[config.mk]
export PLATFORM = sky130hd
export DESIGN_NAME = oc_trip_timer
export DESIGN_NICKNAME = d
export VERILOG_FILES = /design/src/rtl/oc_trip_pkg.sv /design/src/rtl/oc_qual_timer.sv /design/src/rtl/oc_trip_fsm.sv /design/src/rtl/oc_trip_timer.sv
export SDC_FILE = /design/constraint.sdc
export NUM_CORES = 1
export LEC_CHECK = 0
export ABC_AREA = 0
export BUFFER_PORTS_ARGS = -buffer_cell sky130_fd_sc_hd__buf_2
export CAP_MARGIN = 10
export CORE_UTILIZATION = 48
export CTS_CLUSTER_SIZE = 12
export DETAILED_ROUTE_END_ITERATION = 8
export PLACE_DENSITY = 0.72
export REMOVE_ABC_BUFFERS = 1
export SLEW_MARGIN = 15
export SYNTH_ARGS = -nofsm -noshare
export SYNTH_HDL_FRONTEND = slang
export SYNTH_HIERARCHICAL = 1
export SYNTH_SLANG_ARGS = --single-unit
[constraint.sdc]
create_clock -name clk -period 1.4 [get_ports clk]
set_input_delay 0.07 -clock clk [delete_from_list [all_inputs] [get_ports clk]]
set_output_delay 0.07 -clock clk [all_outputs]
set_load 0.01 [all_outputs]
[src/rtl/oc_trip_pkg.sv]
package oc_trip_pkg;
   typedef enum logic [1:0] {
      ST_RUN  = 2'd0,
      ST_TRIP = 2'd1,
      ST_OFF  = 2'd2
   } oc_state_t;
endpackage

[src/rtl/oc_qual_timer.sv]
module oc_qual_timer #(
   parameter int unsigned DLY = 5
) (
   input  logic clk,
   input  logic rst_n,
   input  logic arm,
   input  logic flag,
   input  logic tick,
   output logic expire
);
   localparam int unsigned W = $clog2(DLY + 1);
   localparam logic [W-1:0] LAST = W'(DLY - 1);

   generate
      if (DLY < 2) begin : g_bad_dly
         $error("oc_qual_timer: DLY must be at least 2");
      end
   endgenerate

   logic [W-1:0] cnt;

   always_ff @(posedge clk) begin
      if (!rst_n)              cnt <= '0;
      else if (!arm || !flag)  cnt <= '0;
      else if (tick && cnt != LAST) cnt <= cnt + 1'b1;
   end

   always_comb expire = arm && flag && tick && (cnt == LAST);

   AST_CNT_BOUND: assert property (@(posedge clk) disable iff (!rst_n)
      cnt <= LAST);
   AST_FLAG_CLEARS: assert property (@(posedge clk) disable iff (!rst_n)
      !flag |=> cnt == '0);
   AST_TICKLESS_HOLD: assert property (@(posedge clk) disable iff (!rst_n)
      (arm && flag && !tick) |=> $stable(cnt));
endmodule

[src/rtl/oc_trip_fsm.sv]
module oc_trip_fsm
   import oc_trip_pkg::*;
(
   input  logic      clk,
   input  logic      rst_n,
   input  logic      trip_req,
   input  logic      pack_hi,
   output oc_state_t state
);
   always_ff @(posedge clk) begin
      if (!rst_n) state <= ST_RUN;
      else begin
         unique case (state)
            ST_RUN:  if (trip_req) state <= ST_TRIP;
            ST_TRIP: if (!pack_hi) state <= ST_OFF;
            ST_OFF:  if (pack_hi)  state <= ST_RUN;
            default: state <= ST_RUN;
         endcase
      end
   end

   AST_TRIP_LATCH: assert property (@(posedge clk) disable iff (!rst_n)
      (state == ST_RUN && trip_req) |=> state == ST_TRIP);
   AST_TRIP_HOLD: assert property (@(posedge clk) disable iff (!rst_n)
      (state == ST_TRIP && pack_hi) |=> state == ST_TRIP);
   AST_OFF_ENTRY: assert property (@(posedge clk) disable iff (!rst_n)
      $rose(state == ST_OFF) |-> !$past(pack_hi));
   AST_RECOVER: assert property (@(posedge clk) disable iff (!rst_n)
      (state == ST_OFF && pack_hi) |=> state == ST_RUN);
endmodule

[src/rtl/oc_trip_timer.sv]
module oc_trip_timer
   import oc_trip_pkg::*;
#(
   parameter int unsigned LOW_DLY  = 70,
   parameter int unsigned HIGH_DLY = 5
) (
   input  logic clk,
   input  logic rst_n,
   input  logic tick,
   input  logic oc_low,
   input  logic oc_high,
   input  logic pack_hi,
   input  logic remote_off,
   output logic dsg_en,
   output logic chg_en,
   output logic warn_n,
   output logic shutdown
);
   generate
      if (HIGH_DLY >= LOW_DLY) begin : g_bad_order
         $error("oc_trip_timer: HIGH_DLY must be shorter than LOW_DLY");
      end
   endgenerate

   localparam int NPATH = 2;
   localparam int unsigned DLYS [NPATH] = '{LOW_DLY, HIGH_DLY};

   oc_state_t        state;
   logic [NPATH-1:0] flags;
   logic [NPATH-1:0] expire;
   logic             armed;

   assign flags = {oc_high, oc_low};
   assign armed = (state == ST_RUN);

   for (genvar i = 0; i < NPATH; i++) begin : g_path
      oc_qual_timer #(.DLY(DLYS[i])) u_tmr (
         .clk   (clk),
         .rst_n (rst_n),
         .arm   (armed),
         .flag  (flags[i]),
         .tick  (tick),
         .expire(expire[i])
      );
   end

   oc_trip_fsm u_fsm (
      .clk     (clk),
      .rst_n   (rst_n),
      .trip_req(|expire),
      .pack_hi (pack_hi),
      .state   (state)
   );

   always_comb begin
      warn_n   = armed;
      shutdown = (state == ST_OFF);
      chg_en   = !remote_off;
      dsg_en   = armed && !remote_off;
   end

   AST_DSG_NEEDS_WARN: assert property (@(posedge clk) disable iff (!rst_n)
      dsg_en |-> warn_n);
   AST_REMOTE_GATES: assert property (@(posedge clk) disable iff (!rst_n)
      remote_off |-> (!chg_en && !dsg_en));
   AST_TRIP_DROPS: assert property (@(posedge clk) disable iff (!rst_n)
      (armed && |expire) |=> (!dsg_en && !warn_n));
endmodule

==> metrics.log, run 1 <==
[metrics] Die Span X: 40.5 um
[metrics] clock-pin slew of the registers on the worst-case setup and hold paths: 80 ps
[metrics] status: finished clean
[metrics] net switching power of the design: ~0.00016 W
[metrics] endpoint of the worst hold-timing path: g_path[0].u_tmr/cnt[6]$_SDFFE_PP0P_
[metrics] max-slew violation count: 0
[metrics] share of total power in combinational logic: 0.118
[metrics] number of cell instances on the worst register-to-register path: 8
[metrics] final antenna-violating net count: 0
[metrics] sequential cell area fraction in the yosys report: 0.337
[metrics] slowest cell on the critical path: dfxtp_2
[metrics] min Tclk post-route: 1380 ps
[metrics] HPWL after detailed placement: 1.06 mm
[metrics] worst min-delay path category: input port to flip-flop
[metrics] startpoint of the worst hold path: oc_low
[metrics] total setup violations reported at the end of the flow: 0
[metrics] final setup TNS: 0 ps
[metrics] remaining design rule violation count: 0
[metrics] CTS tree: yes
[metrics] final cycle utilization of the critical path: 0.989
[metrics] fraction of power consumed by the clock network: 0.387
[metrics] average via count per standard cell: 5.67
[metrics] Min-Delay Path Depth: 3
[metrics] Worst Path Class, Setup: flip-flop to flip-flop
[metrics] area share of the leading cell type in the synthesized netlist: 0.337
[metrics] number of port buffers: 10
[metrics] antenna fix cells: 0
[metrics] longest individual stage delay on the worst path: 340 ps
[metrics] slew at the pin with the worst max-slew slack: about 240 ps
[metrics] Final #Nets: 113
[metrics] power per cell area: 769 mW/mm2
[metrics] Detailed Route Iter0 Violations: 5
[metrics] most numerous cell types in the synthesized netlist: 12 x dfxtp_1, 7 x nand2_1, 6 x a21oi_1
[metrics] number of enable flip-flop cells after synthesis: 0
[metrics] RSZ-0062 raised after global routing: true
[metrics] sequential fraction of design power: 0.495
[metrics] clock root buffer: clkbuf_4
[metrics] total buffers and inverters traversed by the critical path: 1
[metrics] highest clock rate: 722 MHz
[metrics] cell type contributing the most total cell area after synthesis: dfxtp_1
[metrics] overall overflow remaining after global route: 0
[metrics] Synth cell types: 30
[metrics] Routed WL per cell: 13.1 um
[metrics] netlist area before placement: between 700 and 800 um2
[metrics] count of standard-cell rows: 13
[metrics] final worst-path setup slack: around 16 ps
[metrics] count of maximum capacitance violations: 0
[metrics] Setup crit end kind: flip-flop
[metrics] synthesized netlist cell count: 77
[metrics] TritonCTS buffer count: 3
[metrics] share of flip-flops with an asynchronous set or reset: 0
[metrics] wire length reported by the detailed router: 1.52 mm
[metrics] Max Clock Skew: ~7.0 ps
[metrics] Static Leak: 0.368 nW
[metrics] number of hold-slack violations in the final timing report: 0
[metrics] wire length of the first global-routing pass: 2.10 mm
[metrics] DIE AREA: 0.00164 mm2
[metrics] r2r endpoint: u_fsm/state[0]$_SDFFE_PN0P_
[metrics] Sink Count: 12
[metrics] worst-path maximum fanout: 5
[metrics] area of the placeable core: 0.00133 mm2
[metrics] relative max-transition margin: 0.842
[metrics] boundary pin count: 11
[metrics] cells traversed along the worst timing path: inv_2 -> ha_4 -> and2b_2 -> nand2_1 -> nor2_1 -> or2_1 -> mux2i_1 -> nor3b_2
[metrics] share of cells above drive strength 1: 0.416
[metrics] all-layer global routing usage: 0.206
[metrics] data required time of the worst path: 1570 ps
[metrics] length of the first detailed-routing pass in iterations: 4
[metrics] H-tree levels: 1
[metrics] antenna violations before repair: 0
[metrics] Synth Warn #: 6
[metrics] effective utilization at floorplan: 0.535
[metrics] start of the worst register-to-register path: g_path[0].u_tmr/cnt[1]$_SDFFE_PP0P_
[metrics] via count of the first global-routing pass: 520
[metrics] switching part of the total: 0.231
[metrics] flip-flop and latch count after synthesis: 12
[metrics] overall via count from detail_route: 658
[metrics] area growth from synthesis to layout: 29.3%
[metrics] CP startpoint kind: flip-flop
[metrics] routability-driven placement congestion ratio: 0.767
[metrics] worst vdd rail ir drop: 0.000762 V
[metrics] Post-Synthesis Mean Instance Area: 9.26 um2
[metrics] CP arrival: 1560 ps
[metrics] Clock Tree Buf Depth: 2
[metrics] Die Y-Extent: ~41 um
[metrics] leading cell types by total area after synthesis: dfxtp_1 34%, ha_1 7.0%, mux2i_1 5.6%
[metrics] cell-internal power: 0.000545 W
[metrics] Register-to-Register Setup Slack: 20 ps
[metrics] post-place setup slack: -20.8 ps
[metrics] Worst-Skew Late Latency: around 280 ps
[metrics] leading cell type by number of instances after synthesis: dfxtp_1
[metrics] critical path's top delay family: simple AND/OR/NAND/NOR gates
[metrics] Main synth FF type: dfxtp_1
[metrics] maximum number of pins on one net before global-route repair: 12
[per-stage QoR]
stage	hold slack, ps	cells	utilization	total power, W	cell area [um2]
after floorplan	140	77	-	0.000395	713
after global placement	259	107	0.614	0.000426	820
after detailed placement	263	107	0.614	0.000428	820
after CTS	83.2	113	0.656	0.000712	875
after global routing	91.4	116	0.691	0.000740	922
final	94.9	116	0.691	0.000709	922
[cells by family after synthesis]
group	Yosys count	share of synthesized area
adder cells (fa/ha/maj)	4	0.0702
XOR/XNOR	2	0.0246
multiplexers	4	0.0561
AND/OR/NAND/NOR	37	0.353
AO/OA/AOI/OAI	14	0.139
flip-flops	12	0.337
buffers and inverters	4	0.0210
[cell usage in the layout, fill, tap and decap left out, types with 2 or more instances in the layout]
master / netlist / routed
ha_1: 4 / 2
buf_4: 0 / 9
dfxtp_2: 0 / 2
a21oi_1: 6 / 5
nand4_1: 5 / 5
inv_1: 4 / 3
nand2_1: 7 / 7
dfxtp_1: 12 / 10
o21ai_0: 2 / 2
or3_1: 3 / 2
nand4b_1: 2 / 2
nor2_1: 4 / 4
nand3_1: 5 / 5
nor3b_2: 2 / 2
clkbuf_4: 0 / 3
mux2i_1: 4 / 4
buf_2: 0 / 10
[worst max path at each step]
| stage | from | endpoint | cells past startpoint |
|---|---|---|---|
| final | g_path[0].u_tmr/cnt[1]$_SDFFE_PP0P_ | u_fsm/state[0]$_SDFFE_PN0P_ | 8 |
| after global routing | g_path[0].u_tmr/cnt[1]$_SDFFE_PP0P_ | u_fsm/state[0]$_SDFFE_PN0P_ | 8 |
| after detailed placement | g_path[0].u_tmr/cnt[1]$_SDFFE_PP0P_ | u_fsm/state[0]$_SDFFE_PN0P_ | 8 |
| after CTS | g_path[0].u_tmr/cnt[1]$_SDFFE_PP0P_ | u_fsm/state[0]$_SDFFE_PN0P_ | 8 |
| after floorplan | u_fsm/state[0]$_SDFFE_PN0P_ | g_path[0].u_tmr/cnt[3]$_SDFFE_PP0P_ | 4 |
| after global placement | g_path[0].u_tmr/cnt[1]$_SDFFE_PP0P_ | u_fsm/state[0]$_SDFFE_PN0P_ | 8 |
[area by class of cell]
type / instances / area (um2)
well taps: 15 / 18.8
flip-flops and latches: 12 / 243
clock buffers: 4 / 36.3
fillers: 126 / 412
multi-input cells: 61 / 482
repair buffers: 20 / 128
inverters: 4 / 15.0
[metal layers]
layer,global-route usage,routed length (um)
met5,0,0
met4,0.0750,11
met3,0.100,51
met1,0.219,669
met2,0.349,782
[worst min-delay path, stage by stage]
cell	delay, ps
buf_2	130
nand3_4	100
a21oi_2	40
[sequential cells by signal, summed over array words and instances, names as in the netlist]
name / flops
u_fsm/state: 2
g_path.u_tmr/cnt: 10
[what timing repair did]
action	4_1_cts	5_1_grt
gates cloned	0	0
setup endpoints to repair	1	1
endpoints found under the hold margin	1	0
gates resized for setup	2	6
hold buffers	1	0
buffers inserted	1	3
pin swaps	0	4
[power groups by stage]
stage	Sequential (W)	Combinational (W)	Clock, W
floorplan	0.000358	0.0000370	0
global placement	0.000357	0.0000689	0
detailed placement	0.000357	0.0000710	0
CTS	0.000349	0.0000758	0.000287
global route	0.000351	0.0000903	0.000299
finish	0.000351	0.0000835	0.000274
Note: power is estimated with default switching activity, not from simulation.
==> run 2: changes to the inputs <==
--- a/config.mk
+++ b/config.mk
@@ -8,10 +8,13 @@
 export ABC_AREA = 0
 export BUFFER_PORTS_ARGS = -buffer_cell sky130_fd_sc_hd__buf_2
 export CAP_MARGIN = 10
-export CORE_UTILIZATION = 48
+export CELL_PAD_IN_SITES_DETAIL_PLACEMENT = 1
+export CELL_PAD_IN_SITES_GLOBAL_PLACEMENT = 2
+export CORE_ASPECT_RATIO = 1.25
+export CORE_UTILIZATION = 29
 export CTS_CLUSTER_SIZE = 12
 export DETAILED_ROUTE_END_ITERATION = 8
-export PLACE_DENSITY = 0.72
+export PLACE_DENSITY_LB_ADDON = 0.1
 export REMOVE_ABC_BUFFERS = 1
 export SLEW_MARGIN = 15
 export SYNTH_ARGS = -nofsm -noshare
==> metrics.log, run 2 (synthesis gave the netlist of run 1 again) <==
[metrics] Clock Tree Buf Depth: 2 (unchanged)
[metrics] length of the first detailed-routing pass in iterations: 1 (-3)
[metrics] boundary pin count: 11 (unchanged)
[metrics] final cycle utilization of the critical path: 0.983 (-0.00552)
[metrics] slowest cell on the critical path: dfxtp_2
[metrics] Die Y-Extent: 57.4 um (+42%)
[metrics] CP startpoint kind: flip-flop
[metrics] maximum number of pins on one net before global-route repair: 12 (unchanged)
[metrics] final antenna-violating net count: 0 (unchanged)
[metrics] largest register by flop count: g_path.u_tmr/cnt
[metrics] wire length of the first global-routing pass: 3.04 mm (+45%)
[metrics] area of the placeable core: 0.00226 mm2 (+69%)
[metrics] top flop regs: g_path.u_tmr/cnt (10), u_fsm/state (2)
[metrics] critical path's top delay family: simple AND/OR/NAND/NOR gates
[metrics] Worst Path Class, Setup: flip-flop to flip-flop
[metrics] worst vdd rail ir drop: 0.000425 V (-44%)
[metrics] final worst hold slack: 97.7 ps (+2.82 ps)
[metrics] area growth from synthesis to layout: 30.0%
[metrics] overall via count from detail_route: 648 (-1.5%)
[metrics] highest clock rate: 726 MHz (+0.56%)
[metrics] antenna fix cells: 0 (unchanged)
[metrics] CP arrival: 1540 ps (-20 ps)
[metrics] number of port buffers: 10 (unchanged)
[metrics] HPWL after detailed placement: 1.27 mm (+19%)
[metrics] remaining design rule violation count: 0 (unchanged)
[metrics] data required time of the worst path: 1560 ps (about the same)
[metrics] count of standard-cell rows: 19 (+6)
[metrics] Sink Count: 12 (unchanged)
[metrics] overall overflow remaining after global route: 0 (unchanged)
[metrics] Setup crit end kind: flip-flop
[metrics] Max Clock Skew: 2.67 ps (-4.29 ps)
[metrics] total setup violations reported at the end of the flow: 0 (unchanged)
[metrics] Die Span X: 46.4 um (+14%)
[metrics] CTS tree: yes
[metrics] effective utilization at floorplan: 0.316 (-0.219)
[metrics] number of hold-slack violations in the final timing report: 0 (unchanged)
[metrics] TritonCTS buffer count: 3 (unchanged)
[metrics] status: finished clean
[metrics] average via count per standard cell: 4.91 (-13%)
[metrics] slew at the pin with the worst max-slew slack: 230 ps (-5.86 ps)
[metrics] wire length reported by the detailed router: 1.73 mm (+14%)
[metrics] antenna violations before repair: 0 (unchanged)
[metrics] Detailed Route Iter0 Violations: 0 (-5)
[metrics] most frequent cells in the layout: 10 x dfxtp_1, 10 x buf_4, 10 x buf_2
[metrics] Final #Nets: 114 (+0.88%)
[metrics] share of cells above drive strength 1: 0.396 (-0.0198)
[metrics] Static Leak: 0.368 nW (about the same)
[metrics] via count of the first global-routing pass: 721 (+39%)
[metrics] all-layer global routing usage: 0.158 (-0.0482)
[metrics] worst-path maximum fanout: 2 (-3)
[metrics] RSZ-0062 raised after global routing: true
[metrics] Worst-Skew Late Latency: 270 ps (about the same)
[metrics] H-tree levels: 1 (unchanged)
[metrics] count of maximum capacitance violations: 0 (unchanged)
[metrics] routability-driven placement congestion ratio: 0.747 (-2.6%)
[metrics] clock root buffer: clkbuf_4
[metrics] total buffers and inverters traversed by the critical path: 1 (unchanged)
[metrics] relative max-transition margin: 0.847 (+0.00483)
[metrics] Routed WL per cell: 13.1 um (+0.52%)
[metrics] longest individual stage delay on the worst path: 340 ps (about the same)
[metrics] clock-pin slew of the registers on the worst-case setup and hold paths: 80 ps (about the same)
[metrics] cells traversed along the worst timing path: inv_2 -> ha_4 -> and2b_2 -> nand2_2 -> nor2_1 -> or2_1 -> mux2i_1 -> nor3b_2
[metrics] power per cell area: 701 mW/mm2 (-8.8%)
[metrics] DIE AREA: 0.00266 mm2 (+62%)
[metrics] max reg flops: 10 (unchanged)
[metrics] max-slew violation count: 0 (unchanged)
[metrics] total chip power: 0.000650 W (-8.3%)
[metrics] min Tclk post-route: 1380 ps (-7.72 ps)
[metrics] worst min-delay path category: input port to flip-flop
[run 2: changes by cell type in the layout (fill, tap and decap cells not counted), sizes merged]
cell / previous run / this run
buf: 19 / 20
clkbuf: 4 / 3
[run 2: cell type report]
type	instances	area, um2
sequential	12	243
inverter	4	15.0
tap	31	38.8
clock buffer	3	22.5
fill	284	1330
timing repair buffer	21	135
multi-input combinational	61	473
[run 2: final timing paths]
kind                                                     startpoint                             endpoint  slack, ps  depth (start not counted)
worst max-delay path            g_path[0].u_tmr/cnt[1]$_SDFFE_PP0P_          u_fsm/state[0]$_SDFFE_PN0P_         20                          8
worst min-delay path                                         oc_low  g_path[0].u_tmr/cnt[1]$_SDFFE_PP0P_        100                          3
worst max register to register  g_path[0].u_tmr/cnt[1]$_SDFFE_PP0P_          u_fsm/state[0]$_SDFFE_PN0P_         20                          8
worst min register to register  g_path[0].u_tmr/cnt[6]$_SDFFE_PP0P_  g_path[0].u_tmr/cnt[6]$_SDFFE_PP0P_        500                          2
[run 2: through the flow]
| stage | cell area [um2] | setup WS, ps | setup TNS [ps] | cells | util |
|---|---|---|---|---|---|
| 3_3_place_gp | 862 | 27.2 | 0 | 126 | 0.382 |
| 5_1_grt | 927 | -33.9 | -56.1 | 132 | 0.411 |
| 6_report | 927 | 23.4 | 0 | 132 | 0.411 |
| 3_5_place_dp | 862 | -39.5 | -39.5 | 126 | 0.382 |
| 2_1_floorplan | 713 | -130 | -244 | 77 | - |
| 4_1_cts | 923 | -9.10 | -9.10 | 132 | 0.409 |
[run 2: timing repair]
action | 4_1_cts | 5_1_grt
endpoints found under the setup margin | 1 | 3
resized for setup | 4 | 2
endpoints found under the hold margin | 1 | 0
hold buffers | 1 | 0
pin swaps | 3 | 2
setup buffers | 2 | 0
cloned | 0 | 0
[run 2: worst reg2reg max path, delay by kind of cell, from the launching register on]
family / cells / cell delay (ps)
AND/OR/NAND/NOR: 5 / 560
flip-flops: 1 / 340
multiplexers: 1 / 180
buffers and inverters: 1 / 50
adder cells (fa/ha/maj): 1 / 140
[run 2: where the power goes]
part | switching, W | internal [W] | total (W) | leakage, nW
registers | 0.00000350 | 0.000346 | 0.000350 | 0.0979
logic | 0.0000448 | 0.0000418 | 0.0000866 | 0.257
clock network | 0.000114 | 0.0000994 | 0.000213 | 0.0138
total | 0.000162 | 0.000487 | 0.000650 | 0.368
[run 2: per-layer routing]
| metal | GRT usage | up-vias | wire, um |
|---|---|---|---|
| li1 | - | 331 | - |
| met1 | 0.163 | 308 | 673 |
| met2 | 0.288 | 7 | 1000 |
| met3 | 0.0222 | 2 | 44 |
| met4 | 0.0840 | 0 | 14 |
| met5 | 0 | - | 0 |
==> run 3: changes to the inputs <==
--- a/config.mk
+++ b/config.mk
@@ -10,12 +10,13 @@
 export CAP_MARGIN = 10
 export CELL_PAD_IN_SITES_DETAIL_PLACEMENT = 1
 export CELL_PAD_IN_SITES_GLOBAL_PLACEMENT = 2
-export CORE_ASPECT_RATIO = 1.25
+export CORE_ASPECT_RATIO = 1.4
 export CORE_UTILIZATION = 29
 export CTS_CLUSTER_SIZE = 12
 export DETAILED_ROUTE_END_ITERATION = 8
 export PLACE_DENSITY_LB_ADDON = 0.1
 export REMOVE_ABC_BUFFERS = 1
+export SKIP_LAST_GASP = 1
 export SLEW_MARGIN = 15
 export SYNTH_ARGS = -nofsm -noshare
 export SYNTH_HDL_FRONTEND = slang
==> metrics.log, run 3 (synthesis gave the netlist of run 1 again) <==
[metrics] worst vdd rail ir drop: 0.000382 V (-10%)
[metrics] Min-Delay Path Depth: 3 (unchanged)
[metrics] top flop regs: g_path.u_tmr/cnt (10), u_fsm/state (2)
[metrics] max-slew violation count: 0 (unchanged)
[metrics] antenna violations before repair: 0 (unchanged)
[metrics] power per cell area: 768 mW/mm2 (+9.6%)
[metrics] RSZ-0062 raised after global routing: true
[metrics] DIE AREA: 0.00266 mm2 (about the same)
[metrics] CP startpoint kind: flip-flop
[metrics] final antenna-violating net count: 0 (unchanged)
[metrics] count of maximum capacitance violations: 0 (unchanged)
[metrics] clock root buffer: clkbuf_4
[metrics] clock-pin slew of the registers on the worst-case setup and hold paths: 80 ps (about the same)
[metrics] Detailed Route Iter0 Violations: 14 (+14)
[metrics] length of the first detailed-routing pass in iterations: 3 (+2)
[metrics] overall overflow remaining after global route: 0 (unchanged)
[metrics] wire length reported by the detailed router: 1.77 mm (+1.8%)
[metrics] standard cell area after detailed placement: 851 um2 (-1.3%)
[metrics] worst-path maximum fanout: 3 (+1)
[metrics] overall via count from detail_route: 675 (+4.2%)
[metrics] Fill cells: 285 (+0.35%)
[metrics] total buffers and inverters traversed by the critical path: 2 (+1)
[metrics] startpoint of the worst hold path: oc_low
[metrics] Setup crit end kind: flip-flop
[metrics] antenna fix cells: 0 (unchanged)
[metrics] worst min-delay path category: input port to flip-flop
[metrics] Worst Path Class, Setup: flip-flop to flip-flop
[metrics] endpoint of the worst hold-timing path: g_path[0].u_tmr/cnt[1]$_SDFFE_PP0P_
[metrics] critical path's top delay family: compound AO/OA/AOI/OAI gates
[metrics] all-layer global routing usage: 0.163 (+0.00468)
[metrics] cells traversed along the worst timing path: inv_2 -> ha_4 -> and2b_2 -> buf_6 -> a2111o_1 -> o21ai_2
[metrics] sequential fraction of design power: 0.481 (-0.057)
[metrics] number of port buffers: 10 (unchanged)
[metrics] start of the worst register-to-register path: g_path[0].u_tmr/cnt[1]$_SDFFE_PP0P_
[metrics] largest register by flop count: g_path.u_tmr/cnt
[metrics] final cycle utilization of the critical path: 0.980 (-0.00284)
[metrics] number of cell instances on the worst register-to-register path: 6 (-2)
[metrics] status: finished clean
[metrics] count of standard-cell rows: 20 (+1)
[metrics] area of the placeable core: 0.00225 mm2 (-0.28%)
[metrics] relative max-transition margin: 0.859 (+0.0125)
[metrics] Register-to-Register Setup Slack: 30 ps (about the same)
[metrics] net switching power of the design: 0.000180 W (+11%)
[metrics] most frequent cells in the layout: 11 x dfxtp_1, 11 x buf_4, 10 x buf_2
[metrics] Worst-Skew Late Latency: 280 ps (about the same)
[metrics] slew at the pin with the worst max-slew slack: 211 ps (-18.4 ps)
[metrics] CTS tree: yes
[metrics] min Tclk post-route: 1370 ps (-3.98 ps)
[metrics] Final #Nets: 116 (+1.8%)
[metrics] Finished Cell Area: 947 um2 (+2.2%)
[metrics] TritonCTS buffer count: 3 (unchanged)
[metrics] area occupied by multi-input gates: 473 um2 (unchanged)
[metrics] CP arrival: 1590 ps (+50 ps)
[metrics] fraction of power consumed by the clock network: 0.398 (+0.069)
[metrics] HPWL after detailed placement: 1.32 mm (+4.4%)
[metrics] effective utilization at floorplan: 0.317 (+0.000877)
[metrics] remaining design rule violation count: 0 (unchanged)
[metrics] number of hold-slack violations in the final timing report: 0 (unchanged)
[metrics] share of total power in combinational logic: 0.121 (-0.012)
[metrics] share of cells above drive strength 1: 0.404 (+0.00781)
[metrics] longest individual stage delay on the worst path: 380 ps (+40 ps)
[metrics] Routed WL per cell: 14.0 um (+6.7%)
[metrics] slowest cell on the critical path: a2111o_1
[metrics] max reg flops: 10 (unchanged)
[metrics] cell-internal power: 0.000548 W (+12%)
[metrics] H-tree levels: 1 (unchanged)
[metrics] Sink Count: 12 (unchanged)
[metrics] Die Span X: 43.9 um (-5.3%)
[metrics] highest clock rate: 729 MHz (+0.29%)
[metrics] maximum number of pins on one net before global-route repair: 12 (unchanged)
[metrics] via count of the first global-routing pass: 696 (-3.5%)
[metrics] r2r endpoint: g_path[0].u_tmr/cnt[3]$_SDFFE_PP0P_
[metrics] switching part of the total: 0.248 (-0.00233)
[metrics] average via count per standard cell: 5.36 (+9.1%)
[metrics] register cell area after layout: 241 um2 (-0.52%)
[metrics] total setup violations reported at the end of the flow: 0 (unchanged)
[metrics] Die Y-Extent: 60.7 um (+5.6%)
[metrics] wire length of the first global-routing pass: 3.12 mm (+2.7%)
[metrics] Static Leak: 0.385 nW (+4.6%)
[metrics] data required time of the worst path: 1620 ps (+60 ps)
[metrics] area growth from synthesis to layout: 32.8%
[metrics] Clock Tree Buf Depth: 2 (unchanged)
[metrics] Final Core Density: 0.421 (+0.0100)
[metrics] Max Clock Skew: 0.994 ps (-1.67 ps)
[metrics] boundary pin count: 11 (unchanged)
[metrics] routability-driven placement congestion ratio: 0.682 (-8.6%)
[run 3: cell types whose count changed in the layout (fill, tap and decap cells not counted), sizes merged]
| cell | previous run | this run |
|---|---|---|
| buf | 20 | 22 |
| clkbuf | 3 | 4 |
[run 3: worst min-delay path, cell delays in order]
cell and delay (ps):
buf_2 130, nand3_4 100, a211oi_2 40
[run 3: worst max path at each step]
stage / from / end / cells after the start / slack [ps]
global placement: g_path[0].u_tmr/cnt[1]$_SDFFE_PP0P_ / u_fsm/state[0]$_SDFFE_PN0P_ / 8 / 10
floorplan: u_fsm/state[0]$_SDFFE_PN0P_ / g_path[0].u_tmr/cnt[3]$_SDFFE_PP0P_ / 4 / -130
detailed placement: g_path[0].u_tmr/cnt[1]$_SDFFE_PP0P_ / u_fsm/state[0]$_SDFFE_PN0P_ / 8 / -40
global route: g_path[0].u_tmr/cnt[1]$_SDFFE_PP0P_ / u_fsm/state[0]$_SDFFE_PN0P_ / 8 / -50
finish: g_path[0].u_tmr/cnt[1]$_SDFFE_PP0P_ / g_path[0].u_tmr/cnt[3]$_SDFFE_PP0P_ / 6 / 30
CTS: g_path[0].u_tmr/cnt[1]$_SDFFE_PP0P_ / u_fsm/state[0]$_SDFFE_PN0P_ / 8 / 8
[run 3: power groups by stage]
stage,registers [W],clock network (W),logic [W]
2_1_floorplan,0.000358,0,0.0000370
3_5_place_dp,0.000357,0,0.0000769
3_3_place_gp,0.000356,0,0.0000760
4_1_cts,0.000349,0.000308,0.0000856
5_1_grt,0.000350,0.000327,0.0000978
6_report,0.000350,0.000290,0.0000883
[run 3: area by class of cell]
class / instances / share of cell area
clock buffers: 4 / 0.0383
inverters: 4 / 0.0159
multi-input cells: 61 / 0.499
flip-flops and latches: 12 / 0.255
well taps: 22 / 0.0291
repair buffers: 23 / 0.162
[run 3: stage by stage]
stage | total power (W) | TNS [ps] | cells | hold WS (ps) | setup slack [ps]
global route | 0.000776 | -119 | 126 | 74.2 | -50.1
floorplan | 0.000395 | -244 | 77 | 140 | -130
finish | 0.000728 | 0 | 126 | 89.5 | 27.4
detailed placement | 0.000433 | -35.9 | 117 | 274 | -35.9
CTS | 0.000742 | 0 | 125 | 81.4 | 8.46
global placement | 0.000432 | 0 | 117 | 269 | 12.7
[run 3: what timing repair did]
item	4_1_cts	5_1_grt
setup endpoints to repair	1	3
pin swaps	3	3
hold buffers	1	0
buffers inserted	3	1
endpoints found under the hold margin	1	0
gates resized for setup	3	3
[run 3: routing by layer]
metal / global-route usage / part of all wire / vias to the layer above
met4: 0.104 / 0.019 / 0
met5: 0 / 0 / -
met1: 0.172 / 0.41 / 327
met2: 0.290 / 0.55 / 8
met3: 0.0357 / 0.018 / 4
li1: - / - / 336
